File: src/rtl/irq_dispatch_pkg.sv
package irq_dispatch_pkg;

  localparam int PS_W = 8;
  localparam int PS_EXCM_BIT = 4;
  localparam int PS_UM_BIT = 5;
  localparam logic [5:0] LVL1_CAUSE = 6'd4;

  typedef enum logic [1:0] {
    CLS_NONE   = 2'd0,
    CLS_KERNEL = 2'd1,
    CLS_USER   = 2'd2,
    CLS_DOUBLE = 2'd3
  } excClass_e;

  // strobes from control to datapath
  typedef struct packed {
    logic       takeHigh;
    logic       takeLow;
    logic       lowDouble;
    logic       lowUser;
    logic [3:0] level;
  } dispStrobe_t;

  // offset of a vector from the base
  function automatic logic [31:0] vecOffset(input logic isLow, input excClass_e cls,
                                            input logic [3:0] lvl);
    if (!isLow) return 32'h100 + {22'b0, lvl, 6'b0};
    case (cls)
      CLS_USER:   return 32'h340;
      CLS_DOUBLE: return 32'h3C0;
      default:    return 32'h300;
    endcase
  endfunction

endpackage

File: src/rtl/irq_dispatch_ctrl.sv
module irq_dispatch_ctrl
  import irq_dispatch_pkg::*;
#(
  parameter int NUM_LEVELS = 6,
  parameter int NUM_INTS   = 8
) (
  input  logic                         poll,
  input  logic [3:0]                   pendLevel,
  input  logic [3:0]                   curLevel,
  input  logic                         excMode,
  input  logic                         userMode,
  input  logic [NUM_INTS-1:0]          intPending,
  input  logic [NUM_INTS-1:0]          intEnable,
  input  logic [NUM_LEVELS*NUM_INTS-1:0] levelMask,
  output dispStrobe_t                  strb
);

  logic [NUM_INTS-1:0] maskArr [1:NUM_LEVELS];
  logic [NUM_INTS-1:0] selMask;
  logic                levelOk;
  logic                take;

  for (genvar g = 1; g <= NUM_LEVELS; g++) begin : gSlice
    assign maskArr[g] = levelMask[(g-1)*NUM_INTS +: NUM_INTS];
  end

  always_comb begin
    selMask = '0;
    for (int i = 1; i <= NUM_LEVELS; i++) begin
      if (pendLevel == 4'(i)) selMask = maskArr[i];
    end
  end

  assign levelOk = (pendLevel > curLevel) && (pendLevel <= 4'(NUM_LEVELS));
  assign take    = poll && levelOk && |(selMask & intPending & intEnable);

  always_comb begin
    strb.takeHigh  = take && (pendLevel > 4'd1);
    strb.takeLow   = take && (pendLevel == 4'd1);
    strb.lowDouble = excMode;
    strb.lowUser   = userMode;
    strb.level     = pendLevel;
  end

endmodule

File: src/rtl/irq_dispatch_datapath.sv
module irq_dispatch_datapath
  import irq_dispatch_pkg::*;
#(
  parameter int          NUM_LEVELS      = 6,
  parameter bit          HAS_DEPC        = 1'b1,
  parameter bit          RELOC_EN        = 1'b1,
  parameter bit          INT_OPT         = 1'b1,
  parameter logic [31:0] DEFAULT_VECBASE = 32'h4000_0000
) (
  input  logic                     clk,
  input  logic                     rstN,
  input  dispStrobe_t              strb,
  input  logic [31:0]              curPc,
  input  logic                     psWrEn,
  input  logic [PS_W-1:0]          psWrData,
  input  logic                     vbWrEn,
  input  logic [31:0]              vbWrData,
  output logic                     pcLoad,
  output logic [31:0]              newPc,
  output logic [PS_W-1:0]          status,
  output logic [5:0]               cause,
  output logic [1:0]               excClass,
  output logic [NUM_LEVELS*32-1:0] savedPcFlat,
  output logic [NUM_LEVELS*8-1:0]  savedPsFlat,
  output logic [31:0]              depc,
  output logic [31:0]              vecBase
);

  localparam logic [PS_W-1:0] PS_RESET = INT_OPT ? 8'h1F : 8'h10;

  logic [31:0]     savedPc [1:NUM_LEVELS];
  logic [PS_W-1:0] savedPs [1:NUM_LEVELS];
  excClass_e       clsQ;
  excClass_e       lowCls;
  logic [31:0]     vecOff;
  logic [31:0]     vecAddr;

  for (genvar g = 1; g <= NUM_LEVELS; g++) begin : gFlat
    assign savedPcFlat[(g-1)*32 +: 32] = savedPc[g];
    assign savedPsFlat[(g-1)*8 +: 8]   = savedPs[g];
  end

  assign lowCls = strb.lowDouble ? CLS_DOUBLE : (strb.lowUser ? CLS_USER : CLS_KERNEL);
  assign vecOff = vecOffset(strb.takeLow, lowCls, strb.level);

  if (RELOC_EN) begin : gReloc
    assign vecAddr = DEFAULT_VECBASE + vecOff - DEFAULT_VECBASE + vecBase;
  end else begin : gFixed
    assign vecAddr = DEFAULT_VECBASE + vecOff;
  end

  assign excClass = clsQ;

  always_ff @(posedge clk) begin
    if (!rstN) begin
      pcLoad  <= 1'b0;
      newPc   <= '0;
      status  <= PS_RESET;
      cause   <= '0;
      clsQ    <= CLS_NONE;
      depc    <= '0;
      vecBase <= DEFAULT_VECBASE;
      for (int i = 1; i <= NUM_LEVELS; i++) begin
        savedPc[i] <= '0;
        savedPs[i] <= '0;
      end
    end else begin
      pcLoad <= strb.takeHigh | strb.takeLow;
      if (vbWrEn) vecBase <= vbWrData;
      if (strb.takeHigh) begin
        for (int i = 2; i <= NUM_LEVELS; i++) begin
          if (strb.level == 4'(i)) begin
            savedPc[i] <= curPc;
            savedPs[i] <= status;
          end
        end
        status[3:0]         <= strb.level;
        status[PS_EXCM_BIT] <= 1'b1;
        clsQ                <= CLS_NONE;
        newPc               <= vecAddr;
      end else if (strb.takeLow) begin
        cause <= LVL1_CAUSE;
        if (strb.lowDouble && HAS_DEPC) depc <= curPc;
        else                            savedPc[1] <= curPc;
        status[PS_EXCM_BIT] <= 1'b1;
        clsQ                <= lowCls;
        newPc               <= vecAddr;
      end else if (psWrEn) begin
        status <= psWrData;
      end
    end
  end

  // a level-one dispatch leaves the cause code and exception mode
  a_r4_low_cause: assert property (@(posedge clk) disable iff (!rstN)
    (pcLoad && excClass != 2'(CLS_NONE)) |-> (cause == LVL1_CAUSE && status[PS_EXCM_BIT]));

  // a vectored dispatch raises the level field and sets exception mode
  a_r3_level_raised: assert property (@(posedge clk) disable iff (!rstN)
    (pcLoad && excClass == 2'(CLS_NONE)) |->
      (status[PS_EXCM_BIT] && status[3:0] > $past(status[3:0])));

  // a vectored level never exceeds the configured count
  a_r1_level_bound: assert property (@(posedge clk) disable iff (!rstN)
    (pcLoad && excClass == 2'(CLS_NONE)) |-> (status[3:0] <= 4'(NUM_LEVELS)));

  // a double exception captures the interrupted PC
  a_r6_double_pc: assert property (@(posedge clk) disable iff (!rstN)
    (pcLoad && excClass == 2'(CLS_DOUBLE) && HAS_DEPC) |-> (depc == $past(curPc)));

  // the vector lies inside the window above the base in use
  a_r7_vector_window: assert property (@(posedge clk) disable iff (!rstN)
    pcLoad |-> ((newPc - (RELOC_EN ? $past(vecBase) : DEFAULT_VECBASE)) < 32'h400));

endmodule

File: src/rtl/irq_dispatch.sv
module irq_dispatch
  import irq_dispatch_pkg::*;
#(
  parameter int          NUM_LEVELS      = 6,
  parameter int          NUM_INTS        = 8,
  parameter bit          HAS_DEPC        = 1'b1,
  parameter bit          RELOC_EN        = 1'b1,
  parameter bit          INT_OPT         = 1'b1,
  parameter logic [31:0] DEFAULT_VECBASE = 32'h4000_0000
) (
  input  logic                           clk,
  input  logic                           rstN,
  input  logic                           poll,
  input  logic [3:0]                     pendLevel,
  input  logic [31:0]                    curPc,
  input  logic [NUM_INTS-1:0]            intPending,
  input  logic [NUM_INTS-1:0]            intEnable,
  input  logic [NUM_LEVELS*NUM_INTS-1:0] levelMask,
  input  logic                           psWrEn,
  input  logic [7:0]                     psWrData,
  input  logic                           vbWrEn,
  input  logic [31:0]                    vbWrData,
  output logic                           pcLoad,
  output logic [31:0]                    newPc,
  output logic [7:0]                     status,
  output logic [5:0]                     cause,
  output logic [1:0]                     excClass,
  output logic [NUM_LEVELS*32-1:0]       savedPcFlat,
  output logic [NUM_LEVELS*8-1:0]        savedPsFlat,
  output logic [31:0]                    depc,
  output logic [31:0]                    vecBase
);

  dispStrobe_t strb;

  irq_dispatch_ctrl #(
    .NUM_LEVELS(NUM_LEVELS),
    .NUM_INTS  (NUM_INTS)
  ) uCtrl (
    .poll      (poll),
    .pendLevel (pendLevel),
    .curLevel  (status[3:0]),
    .excMode   (status[PS_EXCM_BIT]),
    .userMode  (status[PS_UM_BIT]),
    .intPending(intPending),
    .intEnable (intEnable),
    .levelMask (levelMask),
    .strb      (strb)
  );

  irq_dispatch_datapath #(
    .NUM_LEVELS     (NUM_LEVELS),
    .HAS_DEPC       (HAS_DEPC),
    .RELOC_EN       (RELOC_EN),
    .INT_OPT        (INT_OPT),
    .DEFAULT_VECBASE(DEFAULT_VECBASE)
  ) uData (
    .clk        (clk),
    .rstN       (rstN),
    .strb       (strb),
    .curPc      (curPc),
    .psWrEn     (psWrEn),
    .psWrData   (psWrData),
    .vbWrEn     (vbWrEn),
    .vbWrData   (vbWrData),
    .pcLoad     (pcLoad),
    .newPc      (newPc),
    .status     (status),
    .cause      (cause),
    .excClass   (excClass),
    .savedPcFlat(savedPcFlat),
    .savedPsFlat(savedPsFlat),
    .depc       (depc),
    .vecBase    (vecBase)
  );

  // a taken pulse only follows a poll
  a_r9_take_needs_poll: assert property (@(posedge clk) disable iff (!rstN)
    pcLoad |-> $past(poll));

endmodule

File: config.mk
export PLATFORM = sky130hd
export DESIGN_NAME = irq_dispatch
export DESIGN_NICKNAME = d
export VERILOG_FILES = /design/src/rtl/irq_dispatch_pkg.sv /design/src/rtl/irq_dispatch_ctrl.sv /design/src/rtl/irq_dispatch_datapath.sv /design/src/rtl/irq_dispatch.sv
export SDC_FILE = /design/constraint.sdc
export NUM_CORES = 1
export LEC_CHECK = 0
export BUFFER_PORTS_ARGS = -buffer_cell sky130_fd_sc_hd__buf_2
export CAP_MARGIN = 20
export CORE_AREA = 3 3 192 194
export DETAILED_ROUTE_END_ITERATION = 16
export DIE_AREA = 0 0 195 197
export PLACE_DENSITY = 0.67
export SLEW_MARGIN = 25
export SYNTH_ARGS = -nofsm -noshare
export SYNTH_HDL_FRONTEND = slang
export SYNTH_SLANG_ARGS = --single-unit
File: constraint.sdc
create_clock -name clk -period 12.3 [get_ports clk]
set_clock_uncertainty 0.05 [all_clocks]
set_input_delay 0.615 -clock clk [delete_from_list [all_inputs] [get_ports clk]]
set_output_delay 0.615 -clock clk [all_outputs]
set_load 0.05 [all_outputs]
# After elaboration in Yosys (flattened, before gate mapping)
# Memories as Yosys holds them, arrays and structs flattened.
# Index checks and enable logic that the tools add are counted.
# Widths: inputs -> output; s select.
# op_classes
eq_ne,9
addsub,4
n_lt_le_gt_ge,3
mux,52
reduce_logical,14
n_bitwise,17
# op_table
cell,count
$mux 32,9
$mux 8,11
$add 31x32->32 const A,1
$add 32x32->32,1
$sub 32x31->32 const B,1
$mux 1,26
$and 8x8->8,2
$pmux 8 s2,1
$eq 4x3->1 const B,3
$or 1x1->1,12
$add 9x10->11 const A,1
$eq 4x2->1 const B,2
$mux 4,2
$reduce_or 8->1,1
$reduce_and 3->1,2
$logic_and 1x1->1,5
$mux 5,1
$eq 2x2->1 const B,2
$eq 4x1->1 const B,1
$gt 4x1->1 const B,1
$gt 4x4->1,1
$le 4x3->1 const B,1
$mux 2,2
$reduce_and 2->1,2
5 further kinds,8
# totals
reg_bits,108
memories,2
inputBits,145
wordCells,110
ramBits,240
# memory_table
memory,words,width,read_ports,rd_ports_with_merged_regs,wr,line,text
uData.savedPc,6,32,6,0,6,irq_dispatch_datapath.sv:31,logic [31:0] savedPc [1:NUM_LEVELS];
uData.savedPs,6,8,6,0,6,irq_dispatch_datapath.sv:32,logic [PS_W-1:0] savedPs [1:NUM_LEVELS];

# Depth between registers and ports, before layout
# Gate-level depths: netlist (run 1).
# depth
depth_word,18
depth_mapped,24
ltp_nobuf,21

# Hierarchy
# A second synthesis (run 1) with hierarchy kept.
# unflattened
hier_cells,1177
hier_area_um2,14194.9
# by_module_without_submodules
module,seq_area_each_um2,n_inst,cells_each,area_per_inst_um2
irq_dispatch_datapath,9128.8,1,1046,13294.0
irq_dispatch_ctrl,0.0,1,131,900.9

# Worst setup path before layout (run 1)
# Ideal clock, no wire load.
# synth_timing
kind,input to register
start,input port pendLevel[3]
end,memory uData.savedPc[4][0] (enable)
arrival_time_ps,5203
setup_ps,497
stages,11
t_required_ps,11753
path_slack_ps,6550
path_cell_list,inv_1 ha_1 buf_2 buf_4 and2_1 o211ai_1 a21oi_1 o31ai_4 nor2_4 nand2_1 o31ai_1
# synth_rtl
element,line,text
"start, declared",irq_dispatch.sv:14,"input logic [3:0] pendLevel,"
"end, declared",irq_dispatch_datapath.sv:31,

# Final worst setup path (run 1)
# layout_timing
start,input port pendLevel[3]
end,register uData.newPc[30]
# layout_between
elab_chain_len,18
word_cells_on_any_way,31
cone_classes,add/sub: 4; order compare: 3; eq/ne: 6; mux: 9; bitwise: 2; reduce/logical: 7
# layout_rtl
element,line,text
$eq 4x1->1,"irq_dispatch_ctrl.sv:30, irq_dispatch_ctrl.sv:39",
$mux 8 (6 in series),irq_dispatch_ctrl.sv:30,if (pendLevel == 4'(i)) selMask = maskArr[i];
$and 8x8->8 (2 in series),irq_dispatch_ctrl.sv:35,assign take = poll && levelOk && |(selMask & intPending & intEnable);
$reduce_or 8->1,irq_dispatch_ctrl.sv:35,
$logic_and 1x1->1,irq_dispatch_ctrl.sv:35,
$logic_and 1x1->1,irq_dispatch_ctrl.sv:39,strb.takeLow = take && (pendLevel == 4'd1);
$mux 32,irq_dispatch_pkg.sv:28,case (cls)
$add 31x32->32,irq_dispatch_datapath.sv:47,assign vecAddr = DEFAULT_VECBASE + vecOff - DEFAULT_VECBASE + vecBase;
$sub 32x31->32,irq_dispatch_datapath.sv:47,
$add 32x32->32,irq_dispatch_datapath.sv:47,
$mux 32,irq_dispatch_datapath.sv:81,end else if (strb.takeLow) begin
$mux 32,irq_dispatch_datapath.sv:70,if (strb.takeHigh) begin
"end signal, assigned",irq_dispatch_datapath.sv:80,newPc <= vecAddr;
"end signal, assigned",irq_dispatch_datapath.sv:87,newPc <= vecAddr;
"end, declared",irq_dispatch_datapath.sv:19,"output logic [31:0] newPc,"
# Several ways; a longest one is shown, not always the timed one. The select of a mux whose other input is x is not followed.
# A chain may end at the register's enable or synchronous reset.

==> results.sh, run 1 <==
export IMPL_gp_congestion=0.875
export IMPL_cts_buffers=37
export IMPL_instances_no_fill=2087
export IMPL_grt_pass1_vias=10300
export IMPL_syn_inst=1143
export IMPL_die_x_um=195
export IMPL_status="finished, final reports clean"
export IMPL_io_buffers=484
export IMPL_avgSynthCellArea_um2=12.5
export IMPL_internal_power_uw=1980
export IMPL_power_share_sequential_pct=47.2
export IMPL_startpoint="pendLevel[3]"
export IMPL_powerDensity_nw_per_um2=148
export IMPL_ctsHoldBuffers=0
export IMPL_hold_path_class="in -> reg"
export IMPL_firstDrtPassIters=7
export IMPL_synth_async_sr_flop_share_pct=0
export IMPL_grt_antenna_before_repair=2
export IMPL_path_max_fanout=33
export IMPL_ys_seq_area_share_pct=63.6
export IMPL_rows=69
export IMPL_worst_pin_slew_ns=0.953
export IMPL_crit_required_ns=12.65
export IMPL_synth_edf_count=232
export IMPL_fin_area_um2=18200
export IMPL_synth_cell_type_count=67
export IMPL_worstSetupPathType="in -> reg"
export IMPL_via_count=10600
export IMPL_power_leakage_uw=0.00848
export IMPL_fin_ws_ns=6.43
export IMPL_post_place_ws_ns=5.95
export IMPL_slowest_delay_ns=0.79
export IMPL_start_util_pct=40.5
export IMPL_nets=1756
export IMPL_clock_power_share_pct=41.0
export IMPL_cpLargestDelayFamily="compound AO/OA/AOI/OAI gates"
export IMPL_die_h_um=197
export IMPL_htree_levels=2
export IMPL_ys_warnings_count=0
export IMPL_area_delta_synth_final_pct=26.8
export IMPL_worstReg2RegStart="uData.status[1]"
export IMPL_peakVddDrop_v=0.0000975
export IMPL_power_uw=2700
export IMPL_hold_start="vbWrData[30]"
export IMPL_p_switching_uw=723
export IMPL_drt_wl_total_um=45400
export IMPL_maxCapViolCount=0
export IMPL_max_clock_freq_mhz=170
export IMPL_drc=0
export IMPL_wl_per_cell_um=21.7
export IMPL_cts_path_max_buffers=3
export IMPL_io_pins=498
export IMPL_core_um2=35400
export IMPL_dieArea_um2=38400
export IMPL_layout_commonest_cell="buf_2"
export IMPL_layout_common_cells="484 x buf_2, 232 x edfxtp_1, 152 x and2_1, 108 x dfxtp_1, 107 x nor2_1"
export IMPL_ys_flop_type="edfxtp_1"
export IMPL_grt_pass1_wl_um=66800
export IMPL_place_area_um2=17000
export IMPL_ant_nets=0
export IMPL_post_cts_resized=0
export IMPL_avgViaCountPerCell=5.09
export IMPL_drv_slew=0
export IMPL_pwr_share_comb_pct=11.8
export IMPL_cts_root_buf="clkbuf_16"
export IMPL_fin_crit_sh_pct=47.7
export IMPL_p_sw_share_pct=26.8
export IMPL_timing_final_crit_period_ns=5.87
export IMPL_path_buf_inv=4
export IMPL_cts_tree="yes"
export IMPL_hold_violations=0
export IMPL_startpoint_type="input port"
export IMPL_fillers=3144
export IMPL_postCtsSetupBuffers=0
export IMPL_drt_iter0_markers=680
export IMPL_report_final_setup_viol=0
export IMPL_dp_hpwl_um=32500
export IMPL_synthesis_area_um2=14300
export IMPL_worstPathArrival_ns=6.21
export IMPL_placed_cells=2019
export IMPL_groute_usage_overall_pct=22.7
export IMPL_cts_sinks=340
export IMPL_end_kind="register"
export IMPL_relSlewSlack_pct=36.5
export IMPL_grt_start_max_net_pins=72
export IMPL_layout_drive_gt1_share_pct=35.7
export IMPL_cts_clk_slew_worst_paths_ns=0.06
export IMPL_insertion_delay_ns=0.53
export IMPL_crit_slowest_cell="a211oi_1"
export IMPL_ys_ff_latch=340
export IMPL_grt_ovfl_total=0
export IMPL_crit_chain="buf_2 > inv_1 > ha_1 > nor2b_1 > a222oi_1 > a211o_1 > o211ai_1 > o31a_1 > buf_4 > nand3_4 > nand2b_1 > inv_1 > fa_1 > nor2b_1 > o21a_1 > o21ai_0 > a211oi_1 > nand4_1 > xnor2_1 > mux2i_1 > nor2_1"
export IMPL_setup_tns_ns=0
export IMPL_rsz0062_at_grt="false"
[cell usage after synthesis, types with 24 or more instances]
library cell | instances | area, µm²
buf_4 | 24 | 180
a21oi_1 | 29 | 145
xnor2_1 | 24 | 210
nand2_1 | 46 | 173
edfxtp_1 | 232 | 6970
and2_1 | 152 | 951
dfxtp_1 | 108 | 2160
mux2i_1 | 87 | 871
clkbuf_1 | 32 | 120
and3_1 | 43 | 269
nor2_1 | 108 | 405
nor3_1 | 43 | 215
[sequential cells by signal, summed over array words and instances, names as in the netlist]
name,flops
uData.savedPc,192
uData.savedPs,40
uData.depc,32
uData.newPc,32
uData.vecBase,32
uData.status,8
uData.excClass,2
uData.cause,1
uData.pcLoad,1
[worst reg2reg max path, stage by stage, from the launching register on]
cell,delay (ns)
dfxtp_1,0.54
inv_1,0.11
ha_1,0.31
nor2b_1,0.13
o21a_1,0.11
o21ai_0,0.07
a21oi_1,0.28
o31a_1,0.19
buf_4,0.31
nand3_4,0.56
nand2b_1,0.32
inv_1,0.08
fa_1,0.43
nor2b_1,0.13
o21a_1,0.13
o21ai_0,0.14
a211oi_1,0.79
nand4_1,0.22
xnor2_1,0.17
mux2i_1,0.14
nor2_1,0.06
[cell families after synthesis]
group           share of synthesized area [%]
mux                                      6.39
xor+xnor                                 1.47
buf+inv                                  4.63
other cells                            0.0261
compound gates                           5.51
simple gates                             17.1
flops                                    63.6
fa+ha+maj                                1.27
[power groups by stage]
| stage | Sequential [µW] | Clock [µW] | Combinational, µW |
|---|---|---|---|
| final | 1270 | 1110 | 319 |
| after global routing | 1280 | 1170 | 335 |
| after CTS | 1280 | 1130 | 321 |
| after detailed placement | 1300 | 0 | 320 |
| after global placement | 1300 | 0 | 318 |
| after floorplan | 1420 | 0 | 99.8 |
[final timing paths]
| kind | endpoint | slack, ns | depth (start not counted) |
|---|---|---|---|
| setup reg to reg | uData.newPc[30] | 6.90 | 20 |
| hold / removal | uData.vecBase[30] | 0.26 | 3 |
| hold reg to reg | uData.excClass[0] | 0.40 | 2 |
| setup / recovery | uData.newPc[30] | 6.43 | 21 |
[layout make-up]
class	instances	area [µm²]	area share, %
Sequential cell	340	9130	50.2
Multi-Input combinational cell	703	4670	25.7
Timing Repair Buffer	497	2520	13.9
Clock buffer	48	1010	5.55
Tap cell	461	577	3.17
Clock inverter	19	206	1.14
Inverter	18	70.1	0.385
Antenna cell	1	2.50	0.0138
[per-stage QoR]
stage          utilization [%]  hold WS [ns]
4_1_cts                   51.3         0.234
6_report                  51.4         0.261
5_1_grt                   51.4         0.255
3_5_place_dp              47.9         0.393
2_1_floorplan                -         0.433
3_3_place_gp              47.9         0.394
[routing by layer]
layer	share of wire, %	track usage [%]	vias to the layer above
li1	-	-	4952
met1	39	28.0	5087
met2	50	40.1	507
met3	8.4	5.49	75
met4	2.5	6.34	4
met5	0.046	0	-
Note: power is estimated with default switching activity, not from simulation.
==> run 2: changes to the inputs <==
==> constraint.sdc (replaced) <==
create_clock -name clk -period 5.95 [get_ports clk]
set_clock_uncertainty 0.05 [all_clocks]
set_input_delay 0.2975 -clock clk [delete_from_list [all_inputs] [get_ports clk]]
set_output_delay 0.2975 -clock clk [all_outputs]
set_load 0.05 [all_outputs]
==> results.sh, run 2 (synthesized netlist as in run 1, its figures left out) <==
export IMPL_avgViaCountPerCell=5.04
export IMPL_cts_clk_slew_worst_paths_ns=0.06
export IMPL_die_h_um=197
export IMPL_ant_nets=0
export IMPL_layout_commonest_cell="buf_2"
export IMPL_cts_sinks=340
export IMPL_grt_pass1_vias=10500
export IMPL_path_buf_inv=3
export IMPL_cts_tree="yes"
export IMPL_io_buffers=484
export IMPL_powerDensity_nw_per_um2=305
export IMPL_setup_tns_ns=0
export IMPL_area_delta_synth_final_pct=29.8
export IMPL_fin_crit_sh_pct=79.8
export IMPL_crit_chain="buf_2 > inv_1 > ha_1 > and3b_1 > a2bb2oi_1 > a211o_1 > o211ai_1 > o31a_1 > nand2_4 > nor3_1 > nor2_1 > ha_1 > inv_1 > fa_1 > nor2b_1 > o21a_1 > o21ai_0 > a211oi_1 > nand4_1 > xnor2_1 > mux2i_1 > nor2_1"
export IMPL_report_final_setup_viol=0
export IMPL_cts_buffers=37
export IMPL_post_cts_resized=0
export IMPL_grt_pass1_wl_um=67300
export IMPL_rsz0062_at_grt="false"
export IMPL_drt_iter0_markers=545
export IMPL_io_pins=498
export IMPL_htree_levels=2
export IMPL_core_um2=35400
export IMPL_gp_congestion=0.899
export IMPL_slowest_delay_ns=0.75
export IMPL_fin_area_um2=18600
export IMPL_layout_drive_gt1_share_pct=35.1
export IMPL_worstSetupPathType="in -> reg"
export IMPL_worstPathArrival_ns=5.11
export IMPL_grt_antenna_before_repair=1
export IMPL_max_clock_freq_mhz=211
export IMPL_hold_violations=0
export IMPL_maxCapViolCount=0
export IMPL_nets=1797
export IMPL_cts_root_buf="clkbuf_16"
export IMPL_end_kind="register"
export IMPL_rows=69
export IMPL_hold_path_class="in -> reg"
export IMPL_peakVddDrop_v=0.000264
export IMPL_dieArea_um2=38400
export IMPL_postCtsSetupBuffers=0
export IMPL_drc=0
export IMPL_largest_reg_flops=192
export IMPL_dp_hpwl_um=32400
export IMPL_timing_final_crit_period_ns=4.75
export IMPL_ctsHoldBuffers=36
export IMPL_drv_slew=0
export IMPL_final_util_pct=52.6
export IMPL_via_count=10700
export IMPL_insertion_delay_ns=0.54
export IMPL_cpLargestDelayFamily="compound AO/OA/AOI/OAI gates"
export IMPL_instances_no_fill=2128
export IMPL_reg_top3="uData.savedPc x192, uData.savedPs x40"
export IMPL_relSlewSlack_pct=31.1
export IMPL_drt_wl_total_um=46200
export IMPL_firstDrtPassIters=5
export IMPL_die_x_um=195
export IMPL_cts_path_max_buffers=3
export IMPL_startpoint_type="input port"
export IMPL_diodes=0
export IMPL_crit_required_ns=6.31
export IMPL_regMostFlops="uData.savedPc"
export IMPL_place_area_um2=17000
export IMPL_layout_common_cells="484 x buf_2, 232 x edfxtp_1, 152 x and2_1, 108 x dfxtp_1, 107 x nor2_1"
export IMPL_placed_cells=2024
export IMPL_wl_per_cell_um=21.7
export IMPL_grt_ovfl_total=0
export IMPL_grt_start_max_net_pins=66
export IMPL_crit_slowest_cell="a211oi_1"
export IMPL_status="finished, final reports clean"
export IMPL_start_util_pct=40.5
export IMPL_power_leakage_uw=0.00867
export IMPL_path_max_fanout=16
export IMPL_hold_ws_ns=0.0409
export IMPL_worst_pin_slew_ns=1.03
export IMPL_groute_usage_overall_pct=23.1
## run 2: cell count changes in the layout (fill, tap and decap cells not counted), sizes merged
cell,change
clkbuf,+10
diode,-1
clkinv,-7
inv,-2
dlygate4sd3,+36
buf,+5
## run 2: worst paths after layout
path | start | to | slack [ns] | cells after the start
max | pendLevel[2] | uData.newPc[30] | 1.20 | 22
min | curPc[5] | uData.depc[5] | 0.04 | 3
max reg2reg | uData.status[1] | uData.newPc[30] | 1.24 | 21
min reg2reg | uData.excClass[0] | uData.excClass[0] | 0.41 | 2
## run 2: power by group
group / internal [µW] / switching (µW) / leakage, µW
clock: 1440 / 930 / 0.000618
combinational: 169 / 514 / 0.00476
sequential: 2590 / 44.9 / 0.00329
## run 2: final cells by class
type | count | area [µm²]
Inverter | 18 | 70.1
Sequential cell | 340 | 9130
Tap cell | 461 | 577
Multi-Input combinational cell | 703 | 4670
Clock buffer | 58 | 1130
Timing Repair Buffer | 538 | 2920
Clock inverter | 10 | 134
Fill cell | 3091 | 16800
## run 2: tightest hold or removal path, cell delays in order
cell     delay, ns
buf_2         0.13
mux2i_1       0.08
nor2_1        0.08
## run 2: stage by stage
| step | total power, µW | setup WS, ns |
|---|---|---|
| after global placement | 3350 | 0.819 |
| final | 5680 | 1.20 |
| after global routing | 5860 | 0.754 |
| after floorplan | 3140 | 0.328 |
| after detailed placement | 3350 | 0.667 |
| after CTS | 5730 | 1.23 |
## run 2: routing by layer
metal	wire (µm)	global-route usage, %
met1	17800	27.5
met2	23700	41.8
met3	3860	6.09
met4	942	5.89
met5	13	0
==> run 3: changes to the inputs <==
==> constraint.sdc (replaced) <==
create_clock -name clk -period 4.9 [get_ports clk]
set_clock_uncertainty 0.05 [all_clocks]
set_input_delay 0.245 -clock clk [delete_from_list [all_inputs] [get_ports clk]]
set_output_delay 0.245 -clock clk [all_outputs]
set_load 0.05 [all_outputs]
==> results.sh, run 3 (synthesized netlist as in run 1, its figures left out) <==
export IMPL_post_cts_resized=0
export IMPL_gp_congestion=0.891
export IMPL_powerDensity_nw_per_um2=355
export IMPL_regMostFlops="uData.savedPc"
export IMPL_via_count=10900
export IMPL_startpoint_type="input port"
export IMPL_start_util_pct=40.5
export IMPL_nets=1820
export IMPL_die_x_um=195
export IMPL_avgViaCountPerCell=5.09
export IMPL_diodes=0
export IMPL_grt_ovfl_total=0
export IMPL_maxCapViolCount=0
export IMPL_cts_path_max_buffers=3
export IMPL_max_clock_freq_mhz=237
export IMPL_ff2ff_path_depth=21
export IMPL_wl_per_cell_um=21.3
export IMPL_fin_crit_sh_pct=86.1
export IMPL_report_final_setup_viol=0
export IMPL_r2r_end="uData.newPc[22]"
export IMPL_drt_wl_total_um=45800
export IMPL_rsz0062_at_grt="false"
export IMPL_postCtsSetupBuffers=0
export IMPL_hold_start="curPc[9]"
export IMPL_insertion_delay_ns=0.54
export IMPL_largest_reg_flops=192
export IMPL_grt_pass1_vias=10900
export IMPL_htree_levels=2
export IMPL_setup_tns_ns=0
export IMPL_end_kind="register"
export IMPL_post_place_ws_ns=0.186
export IMPL_worstReg2RegStart="uData.status[3]"
export IMPL_worstHoldPathCells=3
export IMPL_placed_cells=2031
export IMPL_grt_antenna_before_repair=0
export IMPL_ant_nets=0
export IMPL_worstPathArrival_ns=4.56
export IMPL_relSlewSlack_pct=35.1
export IMPL_grt_start_max_net_pins=74
export IMPL_drt_iter0_markers=548
export IMPL_cts_root_buf="clkbuf_16"
export IMPL_io_buffers=484
export IMPL_core_um2=35400
export IMPL_reg_top3="uData.savedPc x192, uData.savedPs x40"
export IMPL_hold_ws_ns=0.0280
export IMPL_hold_violations=0
export IMPL_layout_commonest_cell="buf_2"
export IMPL_crit_slowest_cell="o31a_1"
export IMPL_fillers=3068
export IMPL_rrSetupSlack_ns=0.74
export IMPL_dieArea_um2=38400
export IMPL_layout_drive_gt1_share_pct=34.8
export IMPL_drc=0
export IMPL_cts_sinks=340
export IMPL_worst_pin_slew_ns=0.974
export IMPL_path_max_fanout=11
export IMPL_layout_common_cells="484 x buf_2, 232 x edfxtp_1, 152 x and2_1, 108 x dfxtp_1, 107 x nor2_1"
export IMPL_peakVddDrop_v=0.000312
export IMPL_fin_area_um2=18700
export IMPL_power_leakage_uw=0.00872
export IMPL_groute_usage_overall_pct=22.9
export IMPL_dp_hpwl_um=32100
export IMPL_status="finished, final reports clean"
export IMPL_timing_final_crit_period_ns=4.22
export IMPL_area_delta_synth_final_pct=30.5
export IMPL_cts_clk_slew_worst_paths_ns=0.06
export IMPL_firstDrtPassIters=5
export IMPL_rows=69
export IMPL_crit_required_ns=5.24
export IMPL_hold_path_class="in -> reg"
export IMPL_die_h_um=197
export IMPL_slowest_delay_ns=0.46
export IMPL_cts_tree="yes"
export IMPL_place_area_um2=17100
export IMPL_drv_slew=0
export IMPL_fin_ws_ns=0.683
export IMPL_cts_buffers=36
export IMPL_instances_no_fill=2149
export IMPL_io_pins=498
export IMPL_worstSetupPathType="in -> reg"
export IMPL_hold_end="uData.depc[9]"
export IMPL_crit_chain="buf_2 > inv_1 > ha_1 > nand3b_2 > o211ai_1 > a211o_1 > o211ai_1 > o31a_1 > nand2_4 > nor3_1 > nor2_1 > ha_1 > inv_1 > fa_1 > nor2b_1 > o21a_1 > o21ai_0 > a211oi_1 > buf_4 > nand4_1 > xnor2_1 > mux2i_1 > nor2_1"
export IMPL_grt_pass1_wl_um=68000
export IMPL_ctsHoldBuffers=53
## run 3: final cells by class
cell class / instances / area, µm² / area share, %
clock inverters: 16 / 140 / 0.749
well taps: 461 / 577 / 3.08
inverters: 18 / 70.1 / 0.374
flip-flops and latches: 340 / 9130 / 48.8
repair buffers: 562 / 3150 / 16.9
multi-input cells: 703 / 4660 / 24.9
clock buffers: 49 / 980 / 5.24
## run 3: report_power, final
| group | switching, µW | leakage (µW) | total, µW | internal (µW) |
|---|---|---|---|---|
| Combinational | 629 | 0.00487 | 846 | 218 |
| Sequential | 52.7 | 0.00329 | 3200 | 3140 |
| Clock | 1120 | 0.000550 | 2590 | 1470 |
## run 3: how the worst max path moves through the flow
stage	start	endpoint	slack [ns]	cells after the start
detailed placement	pendLevel[2]	uData.newPc[30]	0.19	23
finish	pendLevel[3]	uData.newPc[30]	0.68	23
CTS	uData.status[3]	uData.newPc[30]	0.72	19
floorplan	uData.status[1]	uData.savedPc[2][0]	-0.55	10
global route	pendLevel[2]	uData.newPc[28]	0.35	23
global placement	pendLevel[2]	uData.newPc[30]	0.28	23
## run 3: worst max-delay path, delay by kind of cell
kind | cells | cell delay, ns
compound gates | 7 | 1.59
fa+ha+maj | 3 | 1.02
simple gates | 7 | 0.93
buf+inv | 4 | 0.49
xor+xnor | 1 | 0.15
mux | 1 | 0.12
## run 3: routing by layer
layer | wire length (µm) | vias up | GRT usage (%) | part of all wire, %
met5 | 0 | - | 0 | 0
met4 | 1510 | 0 | 8.50 | 3.3
met3 | 3640 | 80 | 5.11 | 7.9
met2 | 23000 | 524 | 40.6 | 50
met1 | 17600 | 5253 | 27.5 | 38
li1 | - | 5082 | - | -
## run 3: per-stage QoR
stage                     utilization, %  total power, µW
after floorplan                        -             3810
after global placement              48.2             4070
after detailed placement            48.2             4070
after CTS                           52.9             6690
after global routing                52.9             6840
final                               52.9             6630
